$ cat src/rtl/nand_seq_pkg.sv
package nand_seq_pkg;

    typedef enum logic [3:0] {
        OP_NOP = 4'h0, OP_CA  = 4'h1, OP_PA  = 4'h2, OP_UA  = 4'h3,
        OP_CM0 = 4'h4, OP_CM1 = 4'h5, OP_CM2 = 4'h6, OP_CM3 = 4'h7,
        OP_WB  = 4'h8, OP_WS  = 4'h9, OP_RB  = 4'hA, OP_RS  = 4'hB,
        OP_CW0 = 4'hC, OP_CW1 = 4'hD, OP_RBW = 4'hE, OP_RSV = 4'hF
    } op_e;

    typedef enum logic [2:0] {
        ST_IDLE, ST_DECODE, ST_WAIT_RDY, ST_WE_LO,
        ST_WE_HI, ST_RE_LO, ST_RE_HI, ST_FINISH
    } state_e;

    // Byte source (write opcodes) or destination (read opcodes)
    typedef enum logic [2:0] {
        SRC_CMD, SRC_COL, SRC_ROW, SRC_USR, SRC_BUF, SRC_DREG
    } src_e;

endpackage

$ cat src/rtl/nand_seq_buf.sv
module nand_seq_buf #(
    parameter int DEPTH = 16,
    parameter int AW    = $clog2(DEPTH)
) (
    input  logic          clk,
    input  logic          we,
    input  logic [AW-1:0] waddr,
    input  logic [7:0]    wdata,
    input  logic [AW-1:0] raddr_a,
    output logic [7:0]    rdata_a,
    input  logic [AW-1:0] raddr_b,
    output logic [7:0]    rdata_b
);

    logic [7:0] mem [DEPTH];

    always_ff @(posedge clk) begin
        if (we) mem[waddr] <= wdata;
    end

    assign rdata_a = mem[raddr_a];
    assign rdata_b = mem[raddr_b];

endmodule

$ cat src/rtl/nand_seq_fsm.sv
module nand_seq_fsm
    import nand_seq_pkg::*;
#(
    parameter int BUF_AW  = 4,
    parameter int CNT_W   = 8,
    parameter int LO_CLKS = 2,
    parameter int HI_CLKS = 2
) (
    input  logic              clk,
    input  logic              rst_n,
    input  logic              start,
    input  logic [31:0]       instr_word,
    input  logic [31:0]       cmd_bytes,
    input  logic [15:0]       col_addr,
    input  logic [23:0]       row_addr,
    input  logic [7:0]        user_addr,
    input  logic [CNT_W-1:0]  byte_count,
    input  logic              wide_mode,
    input  logic [15:0]       data_wr,
    input  logic              rb_ready,
    input  logic [7:0]        io_in,
    input  logic [7:0]        buf_rdata,
    output logic              busy,
    output logic              done,
    output logic              cle,
    output logic              ale,
    output logic              we_n,
    output logic              re_n,
    output logic [7:0]        io_out,
    output logic              io_oe,
    output logic [15:0]       data_rd,
    output logic [BUF_AW-1:0] buf_ptr,
    output logic              buf_we,
    output logic [7:0]        buf_wdata
);

    localparam int PH_MAX = (LO_CLKS > HI_CLKS) ? LO_CLKS : HI_CLKS;
    localparam int PHW    = $clog2(PH_MAX + 1);
    localparam logic [PHW-1:0] LO_LAST = PHW'(LO_CLKS - 1);
    localparam logic [PHW-1:0] HI_LAST = PHW'(HI_CLKS - 1);

    state_e             state;
    op_e                op_q;
    src_e               src;
    logic [31:0]        instr_q;
    logic [2:0]         slot;
    logic [1:0]         cmd_idx;
    logic [CNT_W-1:0]   bidx, blen;
    logic [PHW-1:0]     ph;
    logic [BUF_AW-1:0]  ptr;
    logic [15:0]        dreg_q;

    // decode of the current slot
    op_e                cur_op;
    src_e               dec_src;
    logic [CNT_W-1:0]   dec_len;
    logic [1:0]         dec_cidx;
    logic               dec_stop;
    state_e             dec_next;
    state_e             end_st;
    logic               last_byte;
    logic [CNT_W-1:0]   dreg_len;

    assign cur_op    = op_e'(instr_q[5'd31 - {slot, 2'b00} -: 4]);
    assign end_st    = (slot == 3'd7) ? ST_FINISH : ST_DECODE;
    assign last_byte = (bidx == blen - 1'b1);
    assign dreg_len  = wide_mode ? CNT_W'(2) : CNT_W'(1);

    always_comb begin
        dec_src  = SRC_CMD;
        dec_len  = CNT_W'(1);
        dec_cidx = 2'd0;
        dec_stop = 1'b0;
        dec_next = ST_WE_LO;
        unique case (cur_op)
            OP_NOP, OP_RSV: dec_stop = 1'b1;
            OP_CA:  begin dec_src = SRC_COL; dec_len = CNT_W'(2); end
            OP_PA:  begin dec_src = SRC_ROW; dec_len = CNT_W'(3); end
            OP_UA:  dec_src = SRC_USR;
            OP_CM0, OP_CM1, OP_CM2, OP_CM3: dec_cidx = cur_op[1:0];
            OP_WB:  begin dec_src = SRC_BUF;  dec_len = byte_count; end
            OP_WS:  begin dec_src = SRC_DREG; dec_len = dreg_len; end
            OP_RB:  begin dec_src = SRC_BUF;  dec_len = byte_count; dec_next = ST_RE_LO; end
            OP_RS:  begin dec_src = SRC_DREG; dec_len = dreg_len;   dec_next = ST_RE_LO; end
            OP_CW0, OP_CW1: begin dec_cidx = {1'b0, cur_op[0]}; dec_next = ST_WAIT_RDY; end
            OP_RBW: begin dec_src = SRC_BUF; dec_len = byte_count; dec_next = ST_WAIT_RDY; end
            default: dec_stop = 1'b1;
        endcase
    end

    // state register and datapath registers
    always_ff @(posedge clk or negedge rst_n) begin
        if (!rst_n) begin
            state   <= ST_IDLE;
            op_q    <= OP_NOP;
            src     <= SRC_CMD;
            instr_q <= '0;
            slot    <= '0;
            cmd_idx <= '0;
            bidx    <= '0;
            blen    <= '0;
            ph      <= '0;
            ptr     <= '0;
            dreg_q  <= '0;
        end else begin
            unique case (state)
                ST_IDLE: if (start) begin
                    instr_q <= instr_word;
                    slot    <= '0;
                    state   <= ST_DECODE;
                end
                ST_DECODE: begin
                    bidx    <= '0;
                    ph      <= '0;
                    op_q    <= cur_op;
                    src     <= dec_src;
                    blen    <= dec_len;
                    cmd_idx <= dec_cidx;
                    if (dec_stop) begin
                        state <= ST_FINISH;
                    end else if (dec_len == '0) begin
                        slot  <= slot + 3'd1;
                        state <= end_st;
                    end else begin
                        state <= dec_next;
                    end
                end
                ST_WAIT_RDY: if (rb_ready)
                    state <= (op_q == OP_RBW) ? ST_RE_LO : ST_WE_LO;
                ST_WE_LO, ST_RE_LO: begin
                    if (ph == LO_LAST) begin
                        ph    <= '0;
                        state <= (state == ST_WE_LO) ? ST_WE_HI : ST_RE_HI;
                        if (state == ST_RE_LO && src == SRC_DREG)
                            dreg_q[{bidx[0], 3'b000} +: 8] <= io_in;
                    end else begin
                        ph <= ph + 1'b1;
                    end
                end
                ST_WE_HI, ST_RE_HI: begin
                    if (ph == HI_LAST) begin
                        ph <= '0;
                        if (src == SRC_BUF) ptr <= ptr + 1'b1;
                        if (last_byte) begin
                            slot  <= slot + 3'd1;
                            state <= end_st;
                        end else begin
                            bidx  <= bidx + 1'b1;
                            state <= (state == ST_WE_HI) ? ST_WE_LO : ST_RE_LO;
                        end
                    end else begin
                        ph <= ph + 1'b1;
                    end
                end
                ST_FINISH: state <= ST_IDLE;
                default:   state <= ST_IDLE;
            endcase
        end
    end

    // outputs
    logic we_phase;
    always_comb begin
        we_phase  = (state == ST_WE_LO) || (state == ST_WE_HI);
        busy      = (state != ST_IDLE);
        done      = (state == ST_FINISH);
        we_n      = (state != ST_WE_LO);
        re_n      = (state != ST_RE_LO);
        io_oe     = we_phase;
        cle       = we_phase && (src == SRC_CMD);
        ale       = we_phase && (src == SRC_COL || src == SRC_ROW || src == SRC_USR);
        buf_we    = (state == ST_RE_LO) && (ph == LO_LAST) && (src == SRC_BUF);
        buf_wdata = io_in;
        buf_ptr   = ptr;
        data_rd   = dreg_q;
        unique case (src)
            SRC_CMD:  io_out = cmd_bytes[{cmd_idx, 3'b000} +: 8];
            SRC_COL:  io_out = col_addr[{bidx[0], 3'b000} +: 8];
            SRC_ROW:  io_out = row_addr[{bidx[1:0], 3'b000} +: 8];
            SRC_USR:  io_out = user_addr;
            SRC_BUF:  io_out = buf_rdata;
            SRC_DREG: io_out = data_wr[{bidx[0], 3'b000} +: 8];
            default:  io_out = 8'h00;
        endcase
    end

endmodule

$ cat src/rtl/nand_seq_top.sv
module nand_seq_top #(
    parameter int BUF_DEPTH = 16,
    parameter int CNT_W     = 8,
    parameter int LO_CLKS   = 2,
    parameter int HI_CLKS   = 2,
    localparam int BUF_AW   = $clog2(BUF_DEPTH)
) (
    input  logic              clk,
    input  logic              rst_n,
    input  logic              start,
    input  logic [31:0]       instr_word,
    input  logic [31:0]       cmd_bytes,
    input  logic [15:0]       col_addr,
    input  logic [23:0]       row_addr,
    input  logic [7:0]        user_addr,
    input  logic [CNT_W-1:0]  byte_count,
    input  logic              wide_mode,
    input  logic [15:0]       data_wr,
    output logic [15:0]       data_rd,
    output logic              busy,
    output logic              done,
    input  logic              sw_buf_we,
    input  logic [BUF_AW-1:0] sw_buf_addr,
    input  logic [7:0]        sw_buf_wdata,
    output logic [7:0]        sw_buf_rdata,
    output logic              nand_cle,
    output logic              nand_ale,
    output logic              nand_we_n,
    output logic              nand_re_n,
    output logic [7:0]        nand_io_out,
    output logic              nand_io_oe,
    input  logic [7:0]        nand_io_in,
    input  logic              nand_rb_n
);

    logic              rb_s1, rb_s2;
    logic [BUF_AW-1:0] seq_ptr;
    logic              seq_buf_we;
    logic [7:0]        seq_buf_wdata, seq_buf_rdata;
    logic              mem_we;
    logic [BUF_AW-1:0] mem_waddr;
    logic [7:0]        mem_wdata;

    // two-flop synchroniser for the ready/busy line
    always_ff @(posedge clk or negedge rst_n) begin
        if (!rst_n) begin
            rb_s1 <= 1'b0;
            rb_s2 <= 1'b0;
        end else begin
            rb_s1 <= nand_rb_n;
            rb_s2 <= rb_s1;
        end
    end

    // sequencer owns the buffer write port while running
    assign mem_we    = seq_buf_we | (sw_buf_we & ~busy);
    assign mem_waddr = seq_buf_we ? seq_ptr : sw_buf_addr;
    assign mem_wdata = seq_buf_we ? seq_buf_wdata : sw_buf_wdata;

    nand_seq_buf #(.DEPTH(BUF_DEPTH), .AW(BUF_AW)) buf_i (
        .clk     (clk),
        .we      (mem_we),
        .waddr   (mem_waddr),
        .wdata   (mem_wdata),
        .raddr_a (seq_ptr),
        .rdata_a (seq_buf_rdata),
        .raddr_b (sw_buf_addr),
        .rdata_b (sw_buf_rdata)
    );

    nand_seq_fsm #(
        .BUF_AW(BUF_AW), .CNT_W(CNT_W), .LO_CLKS(LO_CLKS), .HI_CLKS(HI_CLKS)
    ) fsm_i (
        .clk        (clk),
        .rst_n      (rst_n),
        .start      (start),
        .instr_word (instr_word),
        .cmd_bytes  (cmd_bytes),
        .col_addr   (col_addr),
        .row_addr   (row_addr),
        .user_addr  (user_addr),
        .byte_count (byte_count),
        .wide_mode  (wide_mode),
        .data_wr    (data_wr),
        .rb_ready   (rb_s2),
        .io_in      (nand_io_in),
        .buf_rdata  (seq_buf_rdata),
        .busy       (busy),
        .done       (done),
        .cle        (nand_cle),
        .ale        (nand_ale),
        .we_n       (nand_we_n),
        .re_n       (nand_re_n),
        .io_out     (nand_io_out),
        .io_oe      (nand_io_oe),
        .data_rd    (data_rd),
        .buf_ptr    (seq_ptr),
        .buf_we     (seq_buf_we),
        .buf_wdata  (seq_buf_wdata)
    );

endmodule

$ cat config.mk
export PLATFORM = sky130hd
export DESIGN_NAME = nand_seq_top
export DESIGN_NICKNAME = d
export VERILOG_FILES = /design/src/rtl/nand_seq_pkg.sv /design/src/rtl/nand_seq_buf.sv /design/src/rtl/nand_seq_fsm.sv /design/src/rtl/nand_seq_top.sv
export SDC_FILE = /design/constraint.sdc
export NUM_CORES = 1
export LEC_CHECK = 0
export BUFFER_PORTS_ARGS = -buffer_cell sky130_fd_sc_hd__buf_2
export CAP_MARGIN = 0
export CORE_MARGIN = 1.5
export CORE_UTILIZATION = 60
export DETAILED_ROUTE_END_ITERATION = 10
export PLACE_DENSITY = 0.95
export SLEW_MARGIN = 20
export SYNTH_ARGS = -nofsm -noshare
export SYNTH_HDL_FRONTEND = slang
export SYNTH_SLANG_ARGS = --single-unit
$ cat constraint.sdc
create_clock -name clk -period 5.6 [get_ports clk]
set_clock_uncertainty 0.15 [all_clocks]
set_input_delay 1.12 -clock clk [delete_from_list [all_inputs] [get_ports clk]]
set_output_delay 1.12 -clock clk [all_outputs]
set_load 0.02 [all_outputs]
==> impl_metrics.env, run 1 <==
export IMPL_drc=14
export IMPL_firstDrtPassIters=9
export IMPL_h_tree_depth=1
export IMPL_cts_buffers=23
export IMPL_grt_setup_unrepaired="no"
export IMPL_die_y_um=139
export IMPL_dr_first_iter_drc_count=1119
export IMPL_post_dp_hpwl_mm=20.2
export IMPL_ant_nets=0
export IMPL_period_needed_ns=4.77
export IMPL_ff2ff_setup_slack_ns=1.48
export IMPL_netlist_instances=743
export IMPL_ir_drop_mv=0.384
export IMPL_finalSetupViolations=0
export IMPL_path_max_fanout=26
export IMPL_core_rowCount=49
export IMPL_setup_tns_ns=0
export IMPL_grt_pass1_vias=8285
export IMPL_wl_per_cell_um=26.7
export IMPL_avgSynthCellArea_um2=15.0
export IMPL_grtUsageTotal=0.322
export IMPL_vias=8006
export IMPL_initial_core_util=0.617
export IMPL_fin_util=0.723
export IMPL_layout_commonest_cell="buf_2"
export IMPL_insertion_delay_ns=0.51
export IMPL_worstHoldPathType="reg2reg"
export IMPL_netlist_cell_type_count=59
export IMPL_grt_max_degree=88
export IMPL_cts_tree="yes"
export IMPL_clockBufferDepth=3
export IMPL_ys_ff_latch=215
export IMPL_powerDensity_mw_per_mm2=443
export IMPL_max_freq_mhz=210
export IMPL_tightest_slew_ns=1.23
export IMPL_worstPathArrival_ns=3.50
export IMPL_outcome="finished, violations left"
export IMPL_placement_io_buffers=200
export IMPL_die_w_um=139
export IMPL_synth_area_mm2=0.0112
export IMPL_async_flop_share=0.405
export IMPL_critPathCaptureType="output pin"
export IMPL_grt_overflow_total=0
export IMPL_drv_slew=0
export IMPL_layout_drive_gt1_share=0.448
export IMPL_mostFrequentLayoutCells="buf_2 (199), edfxtp_1 (128), mux4_2 (104)"
export IMPL_start_kind="flop"
export IMPL_path_class="reg2out"
export IMPL_core_mm2=0.0181
export IMPL_reg2reg_to="buf_i.mem[8][3]"
export IMPL_violations="design-rule violations"
export IMPL_gp_congestion=0.876
export IMPL_cts_resized=0
export IMPL_ctsRootBufferMaster="clkbuf_16"
export IMPL_synth_edf_count=128
export IMPL_postCtsSetupRepairBufs=0
export IMPL_drv_cap=0
export IMPL_grt_pass1_wl_mm=47.0
export IMPL_path_clk_slew_ns=0.06
export IMPL_min_period_over_period=0.852
export IMPL_die_area_mm2=0.0194
export IMPL_cp_required_ns=4.33
export IMPL_total_leakage_power_nw=5.07
export IMPL_reg2reg_from="fsm_i.state[2]"
export IMPL_wirelength_mm=31.1
export IMPL_crit_start="fsm_i.buf_ptr[0]"
export IMPL_num_antenna_cells=0
export IMPL_ios=201
export IMPL_nets=1089
export IMPL_hold_viol=0
export IMPL_syn_num_nets=910
export IMPL_syn_to_final_growth_pct=17.3
export IMPL_relSlewSlack=0.177
export IMPL_ctsHoldBuffers=0
export IMPL_cp_endpoint="nand_io_out[4]"
export IMPL_worst_r2r_path_depth=7
export IMPL_cts_num_sinks=215
export IMPL_ys_warn_count=0
export IMPL_antenna_found_initial=0
export IMPL_vias_per_cell=6.85
export IMPL_synth_ff_type="edfxtp_1"
export IMPL_yosysSeqAreaShare=0.540
## critical path, stage by stage (launching register included)
cell	delay (ns)
dfrtp_2	0.94
buf_4	0.44
mux4_2	0.56
mux4_2	0.53
a22oi_1	0.19
o22ai_1	0.11
buf_2	0.18
## cell type report
type / instances / area [um^2]
multi-input cells: 457 / 4850
repair buffers: 209 / 1070
flip-flops and latches: 215 / 6020
inverters: 16 / 60.1
well taps: 229 / 287
clock inverters: 11 / 160
fillers: 1075 / 5000
clock buffers: 31 / 626
## per-layer routing
| metal | GRT usage | vias up | wire, um |
|---|---|---|---|
| li1 | - | 3331 | - |
| met1 | 0.405 | 3904 | 10700 |
| met2 | 0.538 | 629 | 15400 |
| met3 | 0.0774 | 142 | 3560 |
| met4 | 0.140 | 0 | 1510 |
| met5 | 0 | - | 0 |
## cells by family (layout without fill, tap and decap cells)
group,after synthesis,in the layout,share of synthesized area
AO/OA/AOI/OAI,113,113,0.0674
XOR/XNOR,18,18,0.0141
adder cells (fa/ha/maj),5,5,0.00561
buffers and inverters,71,267,0.0275
flip-flops,215,215,0.540
multiplexers,181,181,0.286
AND/OR/NAND/NOR,140,140,0.0590
## Yosys cell counts (all sizes together), types with 7 or more instances
library cell | n | area share
mux2 | 61 | 0.062
o21ai | 19 | 0.0089
xor2 | 12 | 0.0094
a21oi | 27 | 0.012
a211oi | 8 | 0.0054
mux4 | 104 | 0.21
nor3 | 7 | 0.0031
a22oi | 9 | 0.0061
clkbuf | 35 | 0.012
buf | 19 | 0.0092
nand3 | 9 | 0.0040
nor2 | 59 | 0.020
o22ai | 10 | 0.0056
inv | 16 | 0.0054
mux2i | 16 | 0.015
nand2 | 30 | 0.010
dfrtp | 87 | 0.20
edfxtp | 128 | 0.34
a31oi | 7 | 0.0039
## power breakdown
| part | total, mW | switching [mW] | leakage (nW) | internal [mW] |
|---|---|---|---|---|
| Combinational | 1.98 | 1.06 | 2.43 | 0.926 |
| Clock | 1.58 | 0.611 | 0.385 | 0.970 |
| Sequential | 2.23 | 0.320 | 2.25 | 1.91 |
| Total | 5.79 | 1.99 | 5.07 | 3.80 |
## through the flow
step | power [mW] | hold WS [ns] | cells | setup slack, ns | instance area [um^2]
2_1_floorplan | 3.66 | 0.181 | 743 | 1.26 | 11200
3_3_place_gp | 4.05 | 0.186 | 1126 | 1.01 | 12300
3_5_place_dp | 4.16 | 0.193 | 1126 | 0.934 | 12300
4_1_cts | 5.75 | 0.206 | 1168 | 0.841 | 13100
5_1_grt | 6.03 | 0.214 | 1168 | 0.695 | 13100
6_report | 5.79 | 0.205 | 1168 | 0.830 | 13100
## registers in the layout (all words and copies together), names as in the netlist
name	flops
fsm_i.bidx	8
fsm_i.cmd_idx	2
fsm_i.buf_ptr	4
rb_s1	1
fsm_i.blen	8
fsm_i.slot	3
fsm_i.ph	2
fsm_i.src	3
fsm_i.instr_q	32
buf_i.mem	128
fsm_i.op_q	4
fsm_i.state	3
rb_s2	1
fsm_i.data_rd	16
## worst min-delay path by stage
stage / startpoint / end / slack (ns) / cells after the start
2_1_floorplan: rb_s1 / rb_s2 / 0.18 / 0
3_3_place_gp: rb_s1 / rb_s2 / 0.19 / 0
3_5_place_dp: rb_s1 / rb_s2 / 0.19 / 0
4_1_cts: rb_s1 / rb_s2 / 0.21 / 0
5_1_grt: rb_s1 / rb_s2 / 0.21 / 0
6_report: rb_s1 / rb_s2 / 0.20 / 0
Power figures use the tool's default switching activity.
==> inputs of run 2 (changes only) <==
CORE_UTILIZATION = 56   (was 60)
PLACE_DENSITY = 0.92   (was 0.95)
clock period = 4.6 ns   (was 5.6 ns; I/O delays follow)
==> run 2 against run 1 <==
  * The run now ends clean
  * Clock-buffer cell count decreased by 1
  * Flip-flop and latch count did not move
  * First-iteration DRC count is 27% lower
  * Worst setup slack lost 0.37 ns
  * Register-to-register slack got worse by 0.56 ns
  * Final area grew 0.95%
  * Sequential power is 20% higher
  * Worst hold slack improved by 0.011 ns
  * Highest routed layer unchanged
==> impl_metrics.env, run 2 (synthesis gave the netlist of run 1 again) <==
export IMPL_cts_tree="yes"
export IMPL_ios=201
export IMPL_initial_core_util=0.571
export IMPL_period_needed_ns=4.13
export IMPL_setup_tns_ns=0
export IMPL_start_kind="flop"
export IMPL_ctsHoldBuffers=0
export IMPL_cp_required_ns=3.53
export IMPL_total_leakage_power_nw=5.14
export IMPL_worstPathArrival_ns=3.06
export IMPL_core_mm2=0.0195
export IMPL_max_freq_mhz=242
export IMPL_placement_io_buffers=200
export IMPL_drv_cap=0
export IMPL_die_y_um=144
export IMPL_fin_util=0.676
export IMPL_path_clk_slew_ns=0.06
export IMPL_crit_top_cell="mux4_2"
export IMPL_instances_no_fill=1222
export IMPL_nets=1107
export IMPL_cts_buffers=23
export IMPL_ant_nets=0
export IMPL_firstDrtPassIters=5
export IMPL_worstHoldPathType="reg2reg"
export IMPL_cts_resized=0
export IMPL_grt_pass1_wl_mm=44.9
export IMPL_vias=7922
export IMPL_largest_register_ffs=128
export IMPL_syn_to_final_growth_pct=18.4
export IMPL_layout_drive_gt1_share=0.457
export IMPL_critPathCaptureType="output pin"
export IMPL_outcome="completed"
export IMPL_critPathSlowestCell="dfrtp_2"
export IMPL_finalSetupViolations=0
export IMPL_grt_max_degree=88
export IMPL_max_flop_register="buf_i.mem"
export IMPL_clockBufferDepth=3
export IMPL_die_area_mm2=0.0208
export IMPL_path_max_fanout=11
export IMPL_post_dp_hpwl_mm=20.9
export IMPL_wirelength_mm=30.2
export IMPL_pre_cts_ws_ns=0.754
export IMPL_drc=0
export IMPL_grt_overflow_total=0
export IMPL_insertion_delay_ns=0.50
export IMPL_grtUsageTotal=0.293
export IMPL_gp_congestion=0.826
export IMPL_drv_slew=0
export IMPL_path_cells="buf_4, mux4_2, mux4_2, a22oi_1, o22ai_1, buf_2"
export IMPL_multi_input_area_mm2=0.00483
export IMPL_powerDensity_mw_per_mm2=525
export IMPL_relSlewSlack=0.272
export IMPL_wl_per_cell_um=24.7
export IMPL_fillers=1322
export IMPL_mostFrequentLayoutCells="buf_2 (199), edfxtp_1 (128), mux4_2 (104)"
export IMPL_whs_ns=0.216
export IMPL_tightest_slew_ns=1.08
export IMPL_grt_setup_unrepaired="no"
export IMPL_ir_drop_mv=0.448
export IMPL_cts_num_sinks=215
export IMPL_grt_pass1_vias=7989
export IMPL_core_rowCount=51
export IMPL_dr_first_iter_drc_count=812
export IMPL_power_mw=6.93
export IMPL_place_area_mm2=0.0125
export IMPL_max_stage_delay_ns=0.64
export IMPL_path_class="reg2out"
export IMPL_h_tree_depth=1
export IMPL_postCtsSetupRepairBufs=0
export IMPL_min_period_over_period=0.899
export IMPL_dp_cells=1180
export IMPL_ctsRootBufferMaster="clkbuf_16"
export IMPL_die_w_um=144
export IMPL_antenna_found_initial=1
export IMPL_regArea_mm2=0.00602
export IMPL_layout_commonest_cell="buf_2"
export IMPL_final_area_mm2=0.0132
export IMPL_fin_ws_ns=0.465
export IMPL_hold_viol=0
export IMPL_vias_per_cell=6.48
-- run 2: cell types whose count changed in the layout (fill, tap and decap cells not counted), moves of 2 or more --
cell	before	now
buf_4	9	25
clkinv_2	3	5
buf_12	0	2
clkbuf_1	6	4
bufinv_16	4	1
nor2_1	55	59
nor2_2	4	0
inv_6	2	0
-- run 2: area by class of cell --
class	count	share of cell area
sequential	215	0.456
multi-input combinational	457	0.366
timing repair buffer	227	0.0935
clock buffer	30	0.0478
tap	265	0.0251
clock inverter	11	0.00701
inverter	16	0.00455
antenna	1	0.000189
-- run 2: per-layer routing --
layer	global-route usage	wire, um	vias up
met5	0	0	-
met4	0.135	1430	0
met3	0.0699	3100	112
met2	0.471	14700	540
met1	0.379	11000	3905
li1	-	-	3365
-- run 2: critical path, delay by kind of cell (launching register included) --
family / cells / cell delay [ns]
AOI/OAI and AO/OA: 2 / 0.27
DFF: 1 / 0.64
muxes: 2 / 1.12
buffers and inverters: 2 / 0.53
-- run 2: final timing paths --
check	from	end	slack [ns]	cells past startpoint
max	fsm_i.buf_ptr[0]	nand_io_out[4]	0.47	6
min	rb_s1	rb_s2	0.22	0
max reg2reg	fsm_i.src[2]	buf_i.mem[8][0]	0.92	6
min reg2reg	rb_s1	rb_s2	0.22	0
max in group asynchronous	rst_n	fsm_i.buf_ptr[0]	3.41	1
min in group asynchronous	rst_n	fsm_i.instr_q[14]	0.34	1
-- run 2: where the power goes --
group          total [mW]  switching [mW]  internal [mW]
Clock                1.79           0.760           1.03
Sequential           2.67           0.343           2.32
Combinational        2.48            1.30           1.17
==> inputs of run 3 (changes only) <==
CORE_ASPECT_RATIO = 0.7   (was not set)
SLEW_MARGIN = not set   (was 20)
==> run 3 against run 2 <==
  * Sequential power is 1% higher
  * Sequential share of layout area increased by 0.27 points
  * Critical path type unchanged
  * Worst setup slack lost 0.17 ns
  * Register-to-register slack got worse by 0.09 ns
  * Utilization rose by 0.81 points
  * Die area is essentially flat
  * Cell count fell by 0.57%
==> impl_metrics.env, run 3 (synthesis gave the netlist of run 1 again) <==
export IMPL_ios=201
export IMPL_grt_pass1_wl_mm=47.3
export IMPL_drt_met1_wl_mm=12.3
export IMPL_core_mm2=0.0192
export IMPL_pwr_share_clk=0.249
export IMPL_cts_tree="yes"
export IMPL_powerDensity_mw_per_mm2=525
export IMPL_vias_per_cell=6.60
export IMPL_p_comb_frac=0.358
export IMPL_core_rowCount=42
export IMPL_min_period_over_period=0.936
export IMPL_setup_tns_ns=0
export IMPL_dr_first_iter_drc_count=889
export IMPL_total_leakage_power_nw=5.10
export IMPL_worstPathArrival_ns=3.24
export IMPL_p_switching_mw=2.43
export IMPL_grt_pass1_vias=8115
export IMPL_h_tree_depth=1
export IMPL_layout_commonest_cell="buf_2"
export IMPL_whs_ns=0.199
export IMPL_ctsRootBufferMaster="clkbuf_16"
export IMPL_wl_met2_mm=14.1
export IMPL_cts_buffers=21
export IMPL_antenna_found_initial=1
export IMPL_power_frac_seq=0.393
export IMPL_drv_cap=0
export IMPL_grt_max_degree=59
export IMPL_layout_drive_gt1_share=0.455
export IMPL_max_flop_register="buf_i.mem"
export IMPL_grtUsageTotal=0.315
export IMPL_grt_setup_unrepaired="no"
export IMPL_die_area_mm2=0.0208
export IMPL_p_sw_frac=0.352
export IMPL_critPathCaptureType="output pin"
export IMPL_placement_io_buffers=200
export IMPL_mostFrequentLayoutCells="buf_2 (199), edfxtp_1 (128), mux4_2 (104)"
export IMPL_top_layer="met5"
export IMPL_path_clk_slew_ns=0.06
export IMPL_die_w_um=172
export IMPL_ir_drop_mv=0.410
export IMPL_p_int_mw=4.47
export IMPL_firstDrtPassIters=6
export IMPL_path_class="reg2out"
export IMPL_num_antenna_cells=0
export IMPL_wl_per_cell_um=26.1
export IMPL_tightest_slew_ns=1.13
export IMPL_post_dp_hpwl_mm=22.2
export IMPL_largest_register_ffs=128
export IMPL_ctsHoldBuffers=0
export IMPL_insertion_delay_ns=0.51
export IMPL_initial_core_util=0.581
export IMPL_start_kind="flop"
export IMPL_route_met3_wl_mm=4.00
export IMPL_finalSetupViolations=0
export IMPL_period_needed_ns=4.31
export IMPL_wirelength_mm=31.8
export IMPL_max_freq_mhz=232
export IMPL_drv_slew=0
export IMPL_fillers=1264
export IMPL_clockBufferDepth=3
export IMPL_ant_nets=0
export IMPL_vias=8016
export IMPL_cp_required_ns=3.53
export IMPL_postCtsSetupRepairBufs=0
export IMPL_cts_resized=0
export IMPL_fin_ws_ns=0.295
export IMPL_power_mw=6.89
export IMPL_path_max_fanout=25
export IMPL_worstHoldPathType="reg2reg"
export IMPL_pre_cts_ws_ns=0.644
export IMPL_die_y_um=121
export IMPL_outcome="completed"
export IMPL_hold_viol=0
export IMPL_syn_to_final_growth_pct=17.7
export IMPL_drc=0
export IMPL_relSlewSlack=0.237
export IMPL_fin_util=0.684
export IMPL_gp_congestion=0.885
export IMPL_nets=1104
export IMPL_cts_num_sinks=215
export IMPL_grt_overflow_total=0
[run 3: cell count changes in the layout (fill, tap and decap cells not counted), sizes merged]
cell / delta
clkinv: -3
clkbuf: -2
buf: -1
bufinv: +1
diode: -1
[run 3: per-layer routing]
layer / vias up / track usage
met5: - / 0
met4: 2 / 0.128
met3: 106 / 0.0812
met2: 571 / 0.482
met1: 3971 / 0.435
li1: 3366 / -
[run 3: path summary, 6_finish.rpt]
kind                                  start          endpoint  slack [ns]  cells after the start
max in group asynchronous             rst_n  fsm_i.data_rd[8]        3.05                      2
setup / recovery           fsm_i.buf_ptr[0]    nand_io_out[5]        0.29                      6
min in group asynchronous             rst_n      fsm_i.src[1]        0.31                      1
setup reg to reg               fsm_i.src[2]   buf_i.mem[0][7]        0.83                      6
hold reg to reg                       rb_s1             rb_s2        0.20                      0
hold / removal                        rb_s1             rb_s2        0.20                      0
[run 3: critical path, stage by stage, from the launching register on]
cell	delay, ns
dfrtp_2	0.87
buf_4	0.35
mux4_2	0.52
mux4_2	0.49
a22oi_1	0.15
o22ai_1	0.13
buf_2	0.20
[run 3: stage by stage]
stage | area [um^2] | cells
2_1_floorplan | 11200 | 743
3_3_place_gp | 12500 | 1178
3_5_place_dp | 12500 | 1178
4_1_cts | 13100 | 1215
5_1_grt | 13100 | 1215
6_report | 13100 | 1215
[run 3: area by class of cell]
cell class	count	area (um^2)	area share
clock inverters	9	101	0.00772
flip-flops and latches	215	6020	0.459
repair buffers	226	1210	0.0923
clock buffers	28	573	0.0436
well taps	264	330	0.0252
inverters	16	60.1	0.00457
multi-input cells	457	4830	0.368
[run 3: power groups by stage]
stage / logic (mW) / registers (mW) / clock network (mW)
floorplan: 1.97 / 2.49 / 0
global placement: 2.30 / 2.71 / 0
detailed placement: 2.39 / 2.74 / 0
CTS: 2.41 / 2.70 / 1.72
global route: 2.66 / 2.76 / 1.79
finish: 2.47 / 2.71 / 1.71
